$ cat config.mk
export PLATFORM = sky130hd
export DESIGN_NAME = buzzer_gen
export DESIGN_NICKNAME = d
export VERILOG_FILES = /design/src/rtl/buzzer_gen_pkg.sv /design/src/rtl/buzzer_gen_tone.sv /design/src/rtl/buzzer_gen_env.sv /design/src/rtl/buzzer_gen_shot.sv /design/src/rtl/buzzer_gen.sv
export SDC_FILE = /design/constraint.sdc
export NUM_CORES = 1
export LEC_CHECK = 0
export ABC_AREA = 1
export BUFFER_PORTS_ARGS = -buffer_cell sky130_fd_sc_hd__buf_2
export CAP_MARGIN = 20
export CELL_PAD_IN_SITES_DETAIL_PLACEMENT = 1
export CELL_PAD_IN_SITES_GLOBAL_PLACEMENT = 2
export CORE_MARGIN = 1
export CORE_UTILIZATION = 39
export DETAILED_ROUTE_END_ITERATION = 8
export PLACE_DENSITY_LB_ADDON = 0.15
export SLEW_MARGIN = 10
export SYNTH_ARGS = -nofsm -noshare
export SYNTH_HDL_FRONTEND = slang
export SYNTH_SLANG_ARGS = --single-unit
$ cat constraint.sdc
create_clock -name clk -period 6.9 [get_ports clk]
set_input_delay 0.69 -clock clk [delete_from_list [all_inputs] [get_ports clk]]
set_output_delay 0.69 -clock clk [all_outputs]
set_load 0.02 [all_outputs]
$ cat src/rtl/buzzer_gen_pkg.sv
package buzzer_gen_pkg;
  localparam int unsigned PH_W  = 5;
  localparam int unsigned LVL_W = 3;

  typedef enum logic [1:0] {SHOT_IDLE, SHOT_ARM, SHOT_RUN} shot_state_t;

  // Period in reference ticks for each frequency code.
  function automatic logic [PH_W-1:0] tone_divisor(input logic [2:0] sel);
    logic [PH_W-1:0] d;
    if (!sel[2]) d = PH_W'(8) + PH_W'({sel[1:0], 1'b0});
    else         d = PH_W'(16) + PH_W'({sel[1:0], 2'b00});
    return d;
  endfunction

  // High ticks per period for a loudness level, never below one.
  function automatic logic [PH_W-1:0] high_ticks(input logic [PH_W-1:0] div,
                                                 input logic [LVL_W-1:0] lvl);
    logic [PH_W+3:0] prod;
    logic [PH_W-1:0] h;
    prod = (PH_W+4)'(div) * (PH_W+4)'(4'd8 - {1'b0, lvl});
    h = prod[PH_W+3:4];
    if (h == '0) h = PH_W'(1);
    return h;
  endfunction
endpackage

$ cat src/rtl/buzzer_gen_tone.sv
module buzzer_gen_tone
  import buzzer_gen_pkg::*;
(
  input  logic             clk,
  input  logic             rst_n,
  input  logic             tick,
  input  logic             sounding,
  input  logic [2:0]       freq_sel,
  input  logic [LVL_W-1:0] level,
  output logic             wave,
  output logic             wave_n
);
  logic [PH_W-1:0] phase, div, hi;
  logic wave_q, snd_q;

  always_comb begin
    div = tone_divisor(freq_sel);
    hi  = high_ticks(div, level);
  end

  always_ff @(posedge clk or negedge rst_n) begin
    if (!rst_n) begin
      phase  <= '0;
      wave_q <= 1'b0;
      snd_q  <= 1'b0;
    end else begin
      if (!sounding)    phase <= '0;
      else if (tick)    phase <= (phase >= div - PH_W'(1)) ? '0 : phase + PH_W'(1);
      wave_q <= sounding && (phase < hi);
      snd_q  <= sounding;
    end
  end

  assign wave   = wave_q;
  assign wave_n = snd_q & ~wave_q;
endmodule

$ cat src/rtl/buzzer_gen_env.sv
module buzzer_gen_env
  import buzzer_gen_pkg::*;
#(
  parameter int unsigned FAST_TICKS = 2048,
  parameter int unsigned SLOW_TICKS = 4096
) (
  input  logic             clk,
  input  logic             rst_n,
  input  logic             tick,
  input  logic             active,
  input  logic             restart,
  input  logic             slow,
  output logic [LVL_W-1:0] level
);
  localparam int unsigned CW = $clog2(SLOW_TICKS);
  localparam logic [LVL_W-1:0] TOP = '1;

  logic [CW-1:0] cnt;
  logic [LVL_W-1:0] lvl_q;
  logic step_end;

  assign step_end = cnt == (slow ? CW'(SLOW_TICKS - 1) : CW'(FAST_TICKS - 1));

  always_ff @(posedge clk or negedge rst_n) begin
    if (!rst_n) begin
      cnt   <= '0;
      lvl_q <= '0;
    end else if (!active || restart) begin
      cnt   <= '0;
      lvl_q <= '0;
    end else if (tick) begin
      if (step_end) begin
        cnt <= '0;
        if (lvl_q != TOP) lvl_q <= lvl_q + LVL_W'(1);
      end else begin
        cnt <= cnt + CW'(1);
      end
    end
  end

  assign level = lvl_q;
endmodule

$ cat src/rtl/buzzer_gen_shot.sv
module buzzer_gen_shot
  import buzzer_gen_pkg::*;
#(
  parameter int unsigned SYNC_TICKS  = 128,
  parameter int unsigned SHORT_TICKS = 1024,
  parameter int unsigned LONG_TICKS  = 4096
) (
  input  logic clk,
  input  logic rst_n,
  input  logic tick,
  input  logic tone_en,
  input  logic go,
  input  logic stop,
  input  logic long_sel,
  output logic busy,
  output logic run,
  output logic sync_hit
);
  localparam int unsigned SW = $clog2(SYNC_TICKS);
  localparam int unsigned LW = $clog2(LONG_TICKS);

  shot_state_t state;
  logic [SW-1:0] sync_cnt;
  logic [LW-1:0] len_cnt;
  logic long_q;
  logic len_end;

  assign sync_hit = tick && (sync_cnt == SW'(SYNC_TICKS - 1));
  assign len_end  = len_cnt == (long_q ? LW'(LONG_TICKS - 1) : LW'(SHORT_TICKS - 1));

  always_ff @(posedge clk or negedge rst_n) begin
    if (!rst_n)             sync_cnt <= '0;
    else if (sync_hit)      sync_cnt <= '0;
    else if (tick)          sync_cnt <= sync_cnt + SW'(1);
  end

  always_ff @(posedge clk or negedge rst_n) begin
    if (!rst_n) begin
      state   <= SHOT_IDLE;
      len_cnt <= '0;
      long_q  <= 1'b0;
    end else if (stop) begin
      state   <= SHOT_IDLE;
    end else begin
      unique case (state)
        SHOT_IDLE: if (go && !tone_en) begin
          state  <= SHOT_ARM;
          long_q <= long_sel;
        end
        SHOT_ARM: if (sync_hit) begin
          state   <= SHOT_RUN;
          len_cnt <= '0;
        end
        SHOT_RUN: if (tick) begin
          if (len_end) state <= SHOT_IDLE;
          else         len_cnt <= len_cnt + LW'(1);
        end
        default: state <= SHOT_IDLE;
      endcase
    end
  end

  assign busy = state != SHOT_IDLE;
  assign run  = state == SHOT_RUN;
endmodule

$ cat src/rtl/buzzer_gen.sv
module buzzer_gen
  import buzzer_gen_pkg::*;
#(
  parameter int unsigned SYNC_TICKS     = 128,
  parameter int unsigned ENV_FAST_TICKS = 2048,
  parameter int unsigned ENV_SLOW_TICKS = 4096,
  parameter int unsigned SHOT_SHORT     = 1024,
  parameter int unsigned SHOT_LONG      = 4096
) (
  input  logic       clk,
  input  logic       rst_n,
  input  logic       ref_tick,
  input  logic       tone_en,
  input  logic [2:0] freq_sel,
  input  logic [2:0] duty_sel,
  input  logic       env_on,
  input  logic       env_slow,
  input  logic       env_restart,
  input  logic       shot_go,
  input  logic       shot_stop,
  input  logic       shot_long,
  output logic       shot_busy,
  output logic       bz_out,
  output logic       bz_out_n
);
  logic shot_run, sync_hit, sounding;
  logic [LVL_W-1:0] env_level, level;

  buzzer_gen_shot #(
    .SYNC_TICKS(SYNC_TICKS), .SHORT_TICKS(SHOT_SHORT), .LONG_TICKS(SHOT_LONG)
  ) shot_i (
    .clk(clk), .rst_n(rst_n), .tick(ref_tick), .tone_en(tone_en),
    .go(shot_go), .stop(shot_stop), .long_sel(shot_long),
    .busy(shot_busy), .run(shot_run), .sync_hit(sync_hit)
  );

  assign sounding = tone_en | shot_run;

  buzzer_gen_env #(
    .FAST_TICKS(ENV_FAST_TICKS), .SLOW_TICKS(ENV_SLOW_TICKS)
  ) env_i (
    .clk(clk), .rst_n(rst_n), .tick(ref_tick), .active(sounding && env_on),
    .restart(env_restart), .slow(env_slow), .level(env_level)
  );

  assign level = env_on ? env_level : LVL_W'(duty_sel);

  buzzer_gen_tone tone_i (
    .clk(clk), .rst_n(rst_n), .tick(ref_tick), .sounding(sounding),
    .freq_sel(freq_sel), .level(level), .wave(bz_out), .wave_n(bz_out_n)
  );
endmodule

==> impl_metrics.json <==
{
  "clk_pin_slew_ns": 0.08,
  "critical_path.cell_chain": "buf_2, mux2i_1, ha_1, xor2_1, nand2_1, fa_1, inv_1, fa_1, ha_1, ha_1, inv_1, fa_1, nand3b_1, nand3b_1, nand2_1, ha_1, a21oi_1, o211ai_1, a21oi_1",
  "initial_utilization_pct": 40.56,
  "post_cts_resized": 0,
  "ys.warnings.count": 0,
  "setup_violations": 0,
  "netlist_area_um2": 3167,
  "yosys.area_share.adder_pct": 14.22,
  "antenna_left": 0,
  "num_antenna_cells": 0,
  "synth_nets": 457,
  "relSlewSlack_pct": 63.45,
  "period_share_pct": 64.71,
  "grt_pass1_wl_um": 12300,
  "clk_latency_ns": 0.29,
  "numClockSinks": 44,
  "fin_crit_ns": 4.465,
  "nNetsFinal": 481,
  "hp-class": "in -> async",
  "fmax_ghz": 0.2240,
  "synth_commonest_cells": "nand2_1, inv_1, nor2_1, dfrtp_1, ha_1",
  "rrSetupSlack_ns": 2.56,
  "num_io_pins": 19,
  "cts_buffers": 5,
  "synth-seq-cells": 44,
  "crit_arrival_ns": 4.69,
  "finClkSkew_ns": 0.003794,
  "synth_area_leaders": "dfrtp_1, nand2_1, ha_1, inv_1, nor2_1",
  "die_w_um": 92.11,
  "fin_util_pct": 44.62,
  "ctsHtreeMaxLevel": 2,
  "gp_congestion": 0.8170,
  "setup-tns-final_ns": 0,
  "required_ns": 7.12,
  "grt_pass1_vias": 2717,
  "hold_violations": 0,
  "portBuffers": 18,
  "r2r_cells": 20,
  "cts_tree": "done",
  "ys_seq_area_share_pct": 34.77,
  "synth_top_area_cell": "dfrtp_1",
  "peakVddDrop_mv": 0.09637,
  "use_met2_pct": 30.66,
  "cts_setup_buffers": 0,
  "synth_top_family_by_area": "simple AND/OR/NAND/NOR gates",
  "maxCapViolations": 0,
  "powerDensity_nw_per_um2": 185.7,
  "overflow": 0,
  "rows": 32,
  "drc": 0,
  "antenna_found_initial": 0,
  "dieArea_um2": 8484,
  "fp.coreArea_um2": 7807,
  "drv_slew": 0,
  "clockBufferDepth": 2,
  "r2r-start": "env_i.level[0]$_DFFE_PN0P_",
  "vias": 2644,
  "wl_um": 6941,
  "gr-usage-met1_pct": 24.58,
  "worstReg2RegEnd": "tone_i.wave$_DFF_PN0_",
  "netlist_instances": 408,
  "drive_gt1_share_pct": 11.32,
  "wl_per_cell_um": 12.97,
  "rsz0062_at_grt": "false",
  "worstMarginPinSlew_ns": 0.5482,
  "synth_edf_count": 0,
  "area_delta_synth_final_pct": 9.996,
  "endpoint_kind": "flip-flop",
  "finalPower_w": 0.0006469,
  "cp_max_fo": 5,
  "die_h_um": 92.11,
  "cpMostUsedCell": "ha_1",
  "synth_compound_area_share_pct": 6.796,
  "start_kind": "input port",
  "yosysMostFrequentCell": "nand2_1",
  "max_stage_delay_ns": 0.49,
  "cts-root-buf": "clkbuf_8",
  "yosys-mux-area-fraction_pct": 0.9878,
  "track_usage_pct": 18.16,
  "grt-busiest-layer": "met2",
  "status": "finished clean",
  "crit_type": "in -> reg",
  "power_leakage_nw": 1.767,
  "synthSimpleGateAreaFrac_pct": 29.28,
  "drt-vias-per-instance": 4.942,
  "post-synth-top-area-fraction_pct": 34.77,
  "grt_start_max_net_pins": 45,
  "met3_usage_pct": 2.736,
  "cts_hold_buf": 0,
  "synth.distinct_cells": 37,
  "drtIter0Drc": 32,
  "ys_async_sr_fraction_pct": 100.0,
  "firstDrtPassIters": 4,
  "avgSynthCellArea_um2": 7.762,
  "synthXorXnorAreaFrac_pct": 6.085,
  "synth_ff_type": "dfrtp_1",
  "cp_slowest_cell": "fa_1",
  "dp_hpwl_um": 5452
}
-- placed cells by master (no fill, tap or decap), types with 2 or more instances in the layout --
cell | synthesis | final
o21ai_1 | 2 | 2
fa_1 | 5 | 5
o21ai_0 | 21 | 21
buf_2 | 0 | 18
clkbuf_8 | 0 | 6
nor3_1 | 4 | 4
nand2_1 | 103 | 103
ha_1 | 28 | 28
nand3b_1 | 4 | 4
dfrtp_1 | 44 | 44
a31oi_1 | 2 | 2
nor2_1 | 48 | 48
nor2_2 | 5 | 5
mux2i_1 | 2 | 2
a21oi_1 | 9 | 9
o21ai_2 | 2 | 2
nand2_4 | 3 | 3
xor2_1 | 19 | 19
nand4_1 | 9 | 9
nand3_2 | 3 | 3
xnor2_1 | 3 | 3
inv_2 | 2 | 2
nand3_1 | 18 | 18
inv_1 | 57 | 57
-- logic make-up (layout without fill, tap and decap cells) --
group                    after synthesis  after routing
multiplexers                           3              3
AND/OR/NAND/NOR                      204            204
flip-flops                            44             44
AO/OA/AOI/OAI                         39             39
adder cells (fa/ha/maj)               33             33
XOR/XNOR                              22             22
buffers and inverters                 63             88
-- how the worst max path moves through the flow --
stage | startpoint | to | slack [ns] | cells after the start
floorplan | env_on | tone_i.wave$_DFF_PN0_ | 2.61 | 18
global placement | env_on | tone_i.wave$_DFF_PN0_ | 2.30 | 19
detailed placement | env_on | tone_i.wave$_DFF_PN0_ | 2.09 | 19
CTS | env_on | tone_i.wave$_DFF_PN0_ | 2.43 | 19
global route | env_on | tone_i.wave$_DFF_PN0_ | 2.15 | 19
finish | env_on | tone_i.wave$_DFF_PN0_ | 2.44 | 19
-- through the flow --
stage	instances	instance area, um2	hold WS [ns]	setup slack (ns)
floorplan	408	3167	0.3944	2.614
global placement	526	3369	0.4859	2.301
detailed placement	526	3369	0.5023	2.095
CTS	534	3463	0.5264	2.431
global route	535	3483	0.4037	2.154
finish	535	3483	0.3727	2.435
-- final cells by class --
cell class                      count  area [um2]
Clock buffer                        7       86.33
Clock inverter                      1       7.507
Fill cell                         997        4324
Inverter                           61       234.0
Multi-Input combinational cell    301        1817
Sequential cell                    44        1101
Tap cell                          102       127.6
Timing Repair Buffer               19       110.1
-- worst max-delay path: cells and delay by family --
kind                       cells  cell delay, ns
xor gates and xnor gates       1            0.23
muxes                          1            0.32
buffers and inverters          3            0.26
AOI/OAI and AO/OA              3            0.39
and+or+nand+nor                4            0.48
adders and majority gates      7            2.34
-- sequential cells by signal, indices dropped and copies added (netlist names) --
signal	count
env_i.cnt	12
tone_i.wave	1
tone_i.phase	5
tone_i.snd_q	1
shot_i.long_q	1
shot_i.sync_cnt	7
shot_i.state	2
env_i.level	3
shot_i.len_cnt	12
-- report_power, final --
group          switching (W)  leakage (nW)  internal, W  total (W)
Sequential         0.0000165         0.590     0.000281   0.000298
Clock              0.0000883        0.0445    0.0000814   0.000170
Combinational       0.000111          1.13    0.0000686   0.000179
-- routing by layer --
layer / wire length, um / vias to the layer above / share of wire (%)
li1: - / 1349 / -
met1: 3350 / 1268 / 48
met2: 3415 / 22 / 49
met3: 122 / 5 / 1.8
met4: 53 / 0 / 0.76
met5: 0 / - / 0
No activity file was read; power rests on OpenSTA's default activity.
